`src/rtl/irq_wake_pkg.sv`:
```
package irq_wake_pkg;
  // Strobes from the control side to the datapath
  typedef struct packed {
    logic wrStatus;
    logic wrMask;
    logic refCapture;
  } ctrlStb_t;

  localparam int unsigned SRC_TMR  = 0;
  localparam int unsigned SRC_PORT = 1;
  localparam int unsigned SRC_EXT0 = 2;
endpackage

```
`src/rtl/irq_wake_path.sv`:
```
module irq_wake_path
  import irq_wake_pkg::*;
#(
  parameter int unsigned PORT_W = 8,
  parameter int unsigned EXT_N  = 2,
  parameter int unsigned NSRC   = EXT_N + 3
) (
  input  logic              clk,
  input  logic              rstN,
  input  ctrlStb_t          stb,
  input  logic [NSRC-1:0]   wrData,
  input  logic              tmrOvf,
  input  logic [PORT_W-1:0] portIn,
  input  logic [EXT_N-1:0]  extReq,
  input  logic              cmpOut,
  output logic [NSRC-1:0]   maskOut,
  output logic [NSRC-1:0]   pendVec
);
  localparam int unsigned CMP_BIT = NSRC - 1;

  logic [PORT_W-1:0] refQ;
  logic [EXT_N-1:0]  extPrev;
  logic              cmpPrev;
  logic [NSRC-1:0]   flagQ, maskQ, rawEvt, setVec, keepVec, flagD;

  assign rawEvt[SRC_TMR]  = tmrOvf;
  assign rawEvt[SRC_PORT] = |(portIn ^ refQ);
  assign rawEvt[CMP_BIT]  = cmpOut ^ cmpPrev;

  for (genvar g = 0; g < EXT_N; g++) begin : g_ext
    assign rawEvt[SRC_EXT0 + g] = extReq[g] & ~extPrev[g];
  end

  assign setVec  = rawEvt & maskQ;
  assign keepVec = stb.wrStatus ? wrData : '1;
  assign flagD   = (flagQ & keepVec) | setVec;

  always_ff @(posedge clk or negedge rstN) begin
    if (!rstN) begin
      flagQ   <= '0;
      maskQ   <= '0;
      refQ    <= '0;
      extPrev <= '0;
      cmpPrev <= 1'b0;
    end else begin
      flagQ   <= flagD;
      extPrev <= extReq;
      cmpPrev <= cmpOut;
      if (stb.wrMask)     maskQ <= wrData;
      if (stb.refCapture) refQ  <= portIn;
    end
  end

  assign maskOut = maskQ;
  assign pendVec = flagQ & maskQ;


  flag_set_chk: assert property (@(posedge clk) disable iff (!rstN)
    (setVec != '0) |=> ((flagQ & $past(setVec)) == $past(setVec)));


  masked_quiet_chk: assert property (@(posedge clk) disable iff (!rstN)
    ((flagQ & ~$past(flagQ) & ~$past(maskQ)) == '0));


  ref_track_chk: assert property (@(posedge clk) disable iff (!rstN)
    stb.refCapture |=> (refQ == $past(portIn)));
endmodule

```
`src/rtl/irq_wake_seq.sv`:
```
module irq_wake_seq
  import irq_wake_pkg::*;
#(
  parameter int unsigned NSRC = 5,
  parameter logic [NSRC-1:0] WAKE_SRC = NSRC'(2)
) (
  input  logic            clk,
  input  logic            rstN,
  input  logic            regAddr,
  input  logic            regWr,
  input  logic            portRd,
  input  logic            eniStb,
  input  logic            disiStb,
  input  logic            retiStb,
  input  logic            sleepStb,
  input  logic [NSRC-1:0] pendVec,
  output ctrlStb_t        stb,
  output logic            irqTake,
  output logic            wakeUp,
  output logic            gieOut,
  output logic            asleepOut
);
  logic gieQ, asleepQ, anyPend, wakeNow;

  assign stb.wrStatus   = regWr & ~regAddr;
  assign stb.wrMask     = regWr & regAddr;
  assign stb.refCapture = portRd;

  assign anyPend = |pendVec;
  assign wakeNow = asleepQ & (|(pendVec & WAKE_SRC));
  assign irqTake = gieQ & anyPend & (~asleepQ | wakeNow);
  assign wakeUp  = wakeNow;

  always_ff @(posedge clk or negedge rstN) begin
    if (!rstN) begin
      gieQ    <= 1'b0;
      asleepQ <= 1'b0;
    end else begin
      if (irqTake)                gieQ <= 1'b0;
      else if (eniStb | retiStb)  gieQ <= 1'b1;
      else if (disiStb)           gieQ <= 1'b0;

      if (wakeNow)       asleepQ <= 1'b0;
      else if (sleepStb) asleepQ <= 1'b1;
    end
  end

  assign gieOut    = gieQ;
  assign asleepOut = asleepQ;


  take_clears_gie_chk: assert property (@(posedge clk) disable iff (!rstN)
    irqTake |=> !gieQ);


  sleep_quiet_chk: assert property (@(posedge clk) disable iff (!rstN)
    (asleepQ && !wakeUp) |-> !irqTake);


  wake_exit_chk: assert property (@(posedge clk) disable iff (!rstN)
    wakeUp |=> !asleepQ);


  enable_set_chk: assert property (@(posedge clk) disable iff (!rstN)
    ((eniStb || retiStb) && !irqTake) |=> gieQ);
endmodule

```
`src/rtl/irq_wake_ctrl.sv`:
```
module irq_wake_ctrl
  import irq_wake_pkg::*;
#(
  parameter int unsigned PORT_W   = 8,
  parameter int unsigned EXT_N    = 2,
  parameter int unsigned VEC_W    = 12,
  parameter logic [VEC_W-1:0] VEC_ADDR = 12'h008,
  localparam int unsigned NSRC    = EXT_N + 3
) (
  input  logic              clk,
  input  logic              rstN,
  input  logic              tmrOvf,
  input  logic [PORT_W-1:0] portIn,
  input  logic [EXT_N-1:0]  extReq,
  input  logic              cmpOut,
  input  logic              portRd,
  input  logic              regAddr,
  input  logic              regWr,
  input  logic [NSRC-1:0]   regWdata,
  output logic [NSRC-1:0]   regRdata,
  input  logic              eniStb,
  input  logic              disiStb,
  input  logic              retiStb,
  input  logic              sleepStb,
  output logic              irqTake,
  output logic [VEC_W-1:0]  irqVector,
  output logic              wakeUp,
  output logic              sleeping,
  output logic              intEnable
);
  localparam logic [NSRC-1:0] WAKE_SRC = NSRC'(1) << SRC_PORT;

  ctrlStb_t        stb;
  logic [NSRC-1:0] maskQ, pendVec;

  irq_wake_seq #(.NSRC(NSRC), .WAKE_SRC(WAKE_SRC)) uSeq (
    .clk(clk), .rstN(rstN), .regAddr(regAddr), .regWr(regWr),
    .portRd(portRd), .eniStb(eniStb), .disiStb(disiStb),
    .retiStb(retiStb), .sleepStb(sleepStb), .pendVec(pendVec),
    .stb(stb), .irqTake(irqTake), .wakeUp(wakeUp),
    .gieOut(intEnable), .asleepOut(sleeping)
  );

  irq_wake_path #(.PORT_W(PORT_W), .EXT_N(EXT_N), .NSRC(NSRC)) uPath (
    .clk(clk), .rstN(rstN), .stb(stb), .wrData(regWdata),
    .tmrOvf(tmrOvf), .portIn(portIn), .extReq(extReq), .cmpOut(cmpOut),
    .maskOut(maskQ), .pendVec(pendVec)
  );

  assign regRdata  = regAddr ? maskQ : pendVec;
  assign irqVector = VEC_ADDR;


  read_masked_chk: assert property (@(posedge clk) disable iff (!rstN)
    !regAddr |-> ((regRdata & ~maskQ) == '0));
endmodule

```
`config.mk`:
```
export PLATFORM = sky130hd
export DESIGN_NAME = irq_wake_ctrl
export DESIGN_NICKNAME = d
export VERILOG_FILES = /design/src/rtl/irq_wake_pkg.sv /design/src/rtl/irq_wake_path.sv /design/src/rtl/irq_wake_seq.sv /design/src/rtl/irq_wake_ctrl.sv
export SDC_FILE = /design/constraint.sdc
export NUM_CORES = 1
export LEC_CHECK = 0
export BUFFER_PORTS_ARGS = -buffer_cell sky130_fd_sc_hd__buf_2
export CORE_ASPECT_RATIO = 1.2
export CORE_MARGIN = 2
export CORE_UTILIZATION = 42
export DETAILED_ROUTE_END_ITERATION = 16
export PLACE_DENSITY_LB_ADDON = 0.08
export SYNTH_ARGS = -nofsm -noshare
export SYNTH_HDL_FRONTEND = slang
export SYNTH_HIERARCHICAL = 1
export SYNTH_SLANG_ARGS = --single-unit
```
`constraint.sdc`:
```
create_clock -name clk -period 1 [get_ports clk]
set_input_delay 0.1 -clock clk [delete_from_list [all_inputs] [get_ports clk]]
set_output_delay 0.1 -clock clk [all_outputs]
set_load 0.05 [all_outputs]
```
* Yosys cells after proc, flatten, opt, wreduce, memory -nomap -nowiden
Cells that the tools add are included.
** Cells by class
- Bitwise logic cells :: 19
- Reductions and logical operators :: 4
- Mux-type cells :: 7
** Operators with widths (count)
- $and 5x5->5 :: 3
- $mux 5 :: 2
- $reduce_or 8->1 :: 1
- $xor 8x8->8 :: 1
- $and 1x1->1 :: 7
- $mux 1 :: 5
- $or 5x5->5 :: 1
- $reduce_or 5->1 :: 1
- $not 1->1 :: 4
- $reduce_bool 3->1 :: 1
- $or 1x1->1 :: 2
- $reduce_bool 2->1 :: 1
- $xor 1x1->1 :: 1
** Word-level totals
- Bits of input ports :: 26
- Register bits :: 23

* Longest topological paths before layout
- Depth in word-level cells :: 5
- Gate-level depth with buffers :: 4

* Cells and area by module
The synthesis kept the hierarchy.
** By module, submodules not included
- irq_wake_path :: cells an instance 67, area each 878.3 um^2, sequential area each 525.5 um^2, instances 1
- irq_wake_ctrl :: cells an instance 19, area each 153.9 um^2, sequential area each 0.0 um^2, instances 1
- irq_wake_seq :: cells an instance 15, area each 141.4 um^2, sequential area each 50.0 um^2, instances 1

* Worst setup path after synthesis
OpenSTA, ideal clock, no wires.
- Path type :: flip-flop to output port
- Start point :: register uSeq.asleepQ (netlist: uSeq/asleepOut)
- End point :: output port irqTake
- Arrival :: 1.931 ns
- Slack :: -1.031 ns
- Required time :: 0.900 ns
- Stages on the path, launching flop included :: 3
- Cell sequence :: dfrtp_1 -> nand2b_1 -> o21ai_0
** Between the ends
- Longest elaborated chain between the ends :: 3
** Ends and longest elaborated chain
- start: declaration :: line irq_wake_seq.sv:23 : logic gieQ, asleepQ, anyPend, wakeNow;
- start signal: assignment :: line irq_wake_seq.sv:37 : asleepQ <= 1'b0;
- start signal: assignment :: line irq_wake_seq.sv:43 : if (wakeNow) asleepQ <= 1'b0;
- start signal: assignment :: line irq_wake_seq.sv:44 : else if (sleepStb) asleepQ <= 1'b1;
- $and 1x1->1 or $not 1->1 (tied branches) :: line irq_wake_seq.sv:30, irq_wake_seq.sv:31
- $or 1x1->1 (*) :: line irq_wake_seq.sv:31 : assign irqTake = gieQ & anyPend & (~asleepQ | wakeNow);
- $and 1x1->1 (*) :: line irq_wake_seq.sv:31
- end: declaration :: line irq_wake_ctrl.sv:25 : output logic irqTake,
Every way passes the cells marked *; elsewhere a longest branch is shown, timed or not.

* Worst setup path after layout
- Start point :: register uPath.flagQ[4]
- End point :: output port irqTake
** Between the ends
- Longest elaborated chain between the ends :: 4
** Ends and longest elaborated chain
- start: declaration :: line irq_wake_path.sv:24 : logic [NSRC-1:0] flagQ, maskQ, rawEvt, setVec, keepVec, flagD;
- start signal: assignment :: line irq_wake_path.sv:46 : flagQ <= flagD;
- $and 5x5->5 :: line irq_wake_path.sv:55 : assign pendVec = flagQ & maskQ;
- net pendVec[4] :: line irq_wake_ctrl.sv:34 : logic [NSRC-1:0] maskQ, pendVec;
- $reduce_or 5->1 :: line irq_wake_seq.sv:29 : assign anyPend = |pendVec;
- $and 1x1->1 (2 in series) :: line irq_wake_seq.sv:31
The timed path passes the listed nets, and every way through them passes these cells.

==> metrics.cfg <==
[run_status]
outcome=finished, violations left
violations=setup timing

[timing]
fin_crit_ns=1.54
fmax_mhz=651
hold_viol=0
slew_violations=0
worst_slack_ns=-0.536
grt_setup_unrepaired=yes
finalSetupViolCount=10
clock_skew_ns=0.00750
min_period_over_period=1.54
holdWs_ns=0.0309
relSlewSlack=0.660
tightest_slew_ns=0.510

[cells_and_area]
syn_to_final_growth_pct=38.9
design_area_um2=1630
mostFrequentLayoutCell=buf_2
drive_gt1_frac=0.517
antenna_cells=0
layout_common_cells=buf_2, dfrtp_1, mux2_2, conb_1
final_cells=185
final_nets=178

[critical_path]
criticalPathCategory=flip-flop to output pin
rrSetupSlack_ns=-0.30
critPathMaxFanout=2
slowest_stage=dfrtp_1
cpPeakStageDelay_ns=0.39
crit_chain=and2_4, nor4_4, o21ai_4, buf_6
rr_worst_depth=4
critPathCaptureType=output pin
start_kind=flip-flop
cp.arrival_ns=1.44
worstPathRequired_ns=0.90
rr_startpoint=uPath/flagQ[4]
r2r_end=uSeq/gieOut

[die]
core_region_area_um2=2730
dieArea_um2=3230
top_level_ports=47
initial_core_util=0.429
die-height_um=61.9
die_x_um=52.3
rows=21

[routing]
drtIter0Drc=5
wl_um=2250
ant_nets=0
wl_per_cell_um=12.1
drc=0
avgViaCountPerCell=4.54
first_pass_iters=2
num_vias=840

[clock_tree]
worstSkewPairLatency_ns=0.30
clkTransAtPathRegs_ns=0.12
clk_path_buf_depth=2
cts_tree=yes
cts_htree_levels=1
cts_buffers=3
clock-sinks=23
cts_root_buf=clkbuf_4

[grt]
grt_pass1_vias=816
grt_pass1_wl_um=3460
antenna_found_initial=0
grt_use_total=0.150
grt_max_degree=24
grt_overflow=0

[min_path]
min_path_cells=3
min_to=uPath/flagQ[4]
hp-start=regWdata[4]
hp-class=input port to flip-flop

[yosys]
synth_area_um2=1170
synth_cell_types=20
ys_seq_elements=23
syn_avg_cell_area_um2=11.6
syn-instance-count=101
ys_seq_area_frac=0.490
synth_warnings=6

[place]
numPortBuffers=34
place_area_um2=1420
gp_congestion=0.705
dp_hpwl_um=1680
placed_cells=172

[power]
irDropWorstVdd_mv=0.930
p_leak_nw=0.764
powerDensity_nw_per_um2=1850

[flow_run]
max_cap_violations=0

==> how the worst max path moves through the flow <==
stage	startpoint	end	slack (ns)	depth (start not counted)
floorplan	uPath/maskOut[2]	uSeq/gieOut	-0.14	3
global placement	uPath/flagQ[2]	irqTake	-0.28	4
detailed placement	uPath/flagQ[2]	irqTake	-0.29	4
CTS	uPath/flagQ[4]	irqTake	-0.57	4
global route	uPath/flagQ[4]	irqTake	-0.62	4
finish	uPath/flagQ[4]	irqTake	-0.54	4
==> area by class of cell <==
cell class	count	area, µm²
Sequential cell	23	578
Clock inverter	1	5.00
Fill cell	239	1100
Multi-Input combinational cell	72	582
Tap cell	34	42.5
Inverter	2	7.51
Clock buffer	3	22.5
Timing Repair Buffer	50	393
==> cells in the mapped netlist <==
library cell  number  area [µm²]
mux2_2            18         203
nor2b_1            2        12.5
or2_1              1        6.26
xnor2_1            8        70.1
conb_1             2        7.51
o221a_2            1        11.3
xor2_1             1        8.76
buf_6              1        11.3
o21ai_0            7        35.0
mux2i_1            1        10.0
dfrtp_1           23         576
o21ai_1            1        5.00
and2_1             7        43.8
nand2b_1           1        6.26
nand3b_1           1        7.51
nand4_1            2        12.5
buf_4             13        97.6
inv_1              2        7.51
nand2_1            8        30.0
nor4_2             1        12.5
==> report_power, final <==
group	internal, W	switching (W)	leakage, nW	total (W)
sequential	0.00107	0.0000955	0.262	0.00116
clock	0.000149	0.000264	0.0177	0.000413
combinational	0.000662	0.000777	0.484	0.00144
total	0.00188	0.00114	0.764	0.00302
==> per-stage QoR <==
step	util	power [W]	setup WS [ns]	TNS (ns)
2_1_floorplan	-	0.00207	-0.142	-0.310
3_3_place_gp	0.520	0.00230	-0.281	-1.14
3_5_place_dp	0.520	0.00233	-0.291	-1.17
4_1_cts	0.591	0.00302	-0.572	-3.42
5_1_grt	0.597	0.00318	-0.621	-3.76
6_report	0.597	0.00302	-0.536	-3.21
==> what timing repair did <==
item                                    4_1_cts  5_1_grt
gates resized for setup                      28        2
gates cloned                                  0        0
hold endpoints to repair                     28        0
endpoints found under the setup margin       11       11
setup buffers                                 2        1
hold buffers                                  6        0
pin swaps                                     6        2
==> metal layers <==
layer	wire length [µm]	GRT usage
met5	0	0
met4	19	0.0769
met3	111	0.0311
met2	1270	0.288
met1	851	0.155
==> critical path, delay by kind of cell (launching register included) <==
kind | cells | cell delay, ns
DFF | 1 | 0.39
and+or+nand+nor | 2 | 0.52
buffers and inverters | 1 | 0.15
AOI/OAI and AO/OA | 1 | 0.07
==> state kept, by name, indices dropped and copies added, names as in the netlist <==
register / cells
uPath/cmpPrev: 1
uPath/extPrev: 2
uPath/flagQ: 5
uPath/maskOut: 5
uPath/refQ: 8
uSeq/asleepOut: 1
uSeq/gieOut: 1
==> logic make-up (layout without fill, tap and decap cells) <==
kind of cell / count (synthesis) / after routing / synth area share
DFF: 23 / 23 / 0.490
and+or+nand+nor: 23 / 23 / 0.112
muxes: 19 / 19 / 0.181
buffers and inverters: 16 / 56 / 0.0991
AOI/OAI and AO/OA: 9 / 9 / 0.0437
xor gates and xnor gates: 9 / 9 / 0.0672
other: 2 / 12 / 0.00640
(Power assumes the default switching activity.)
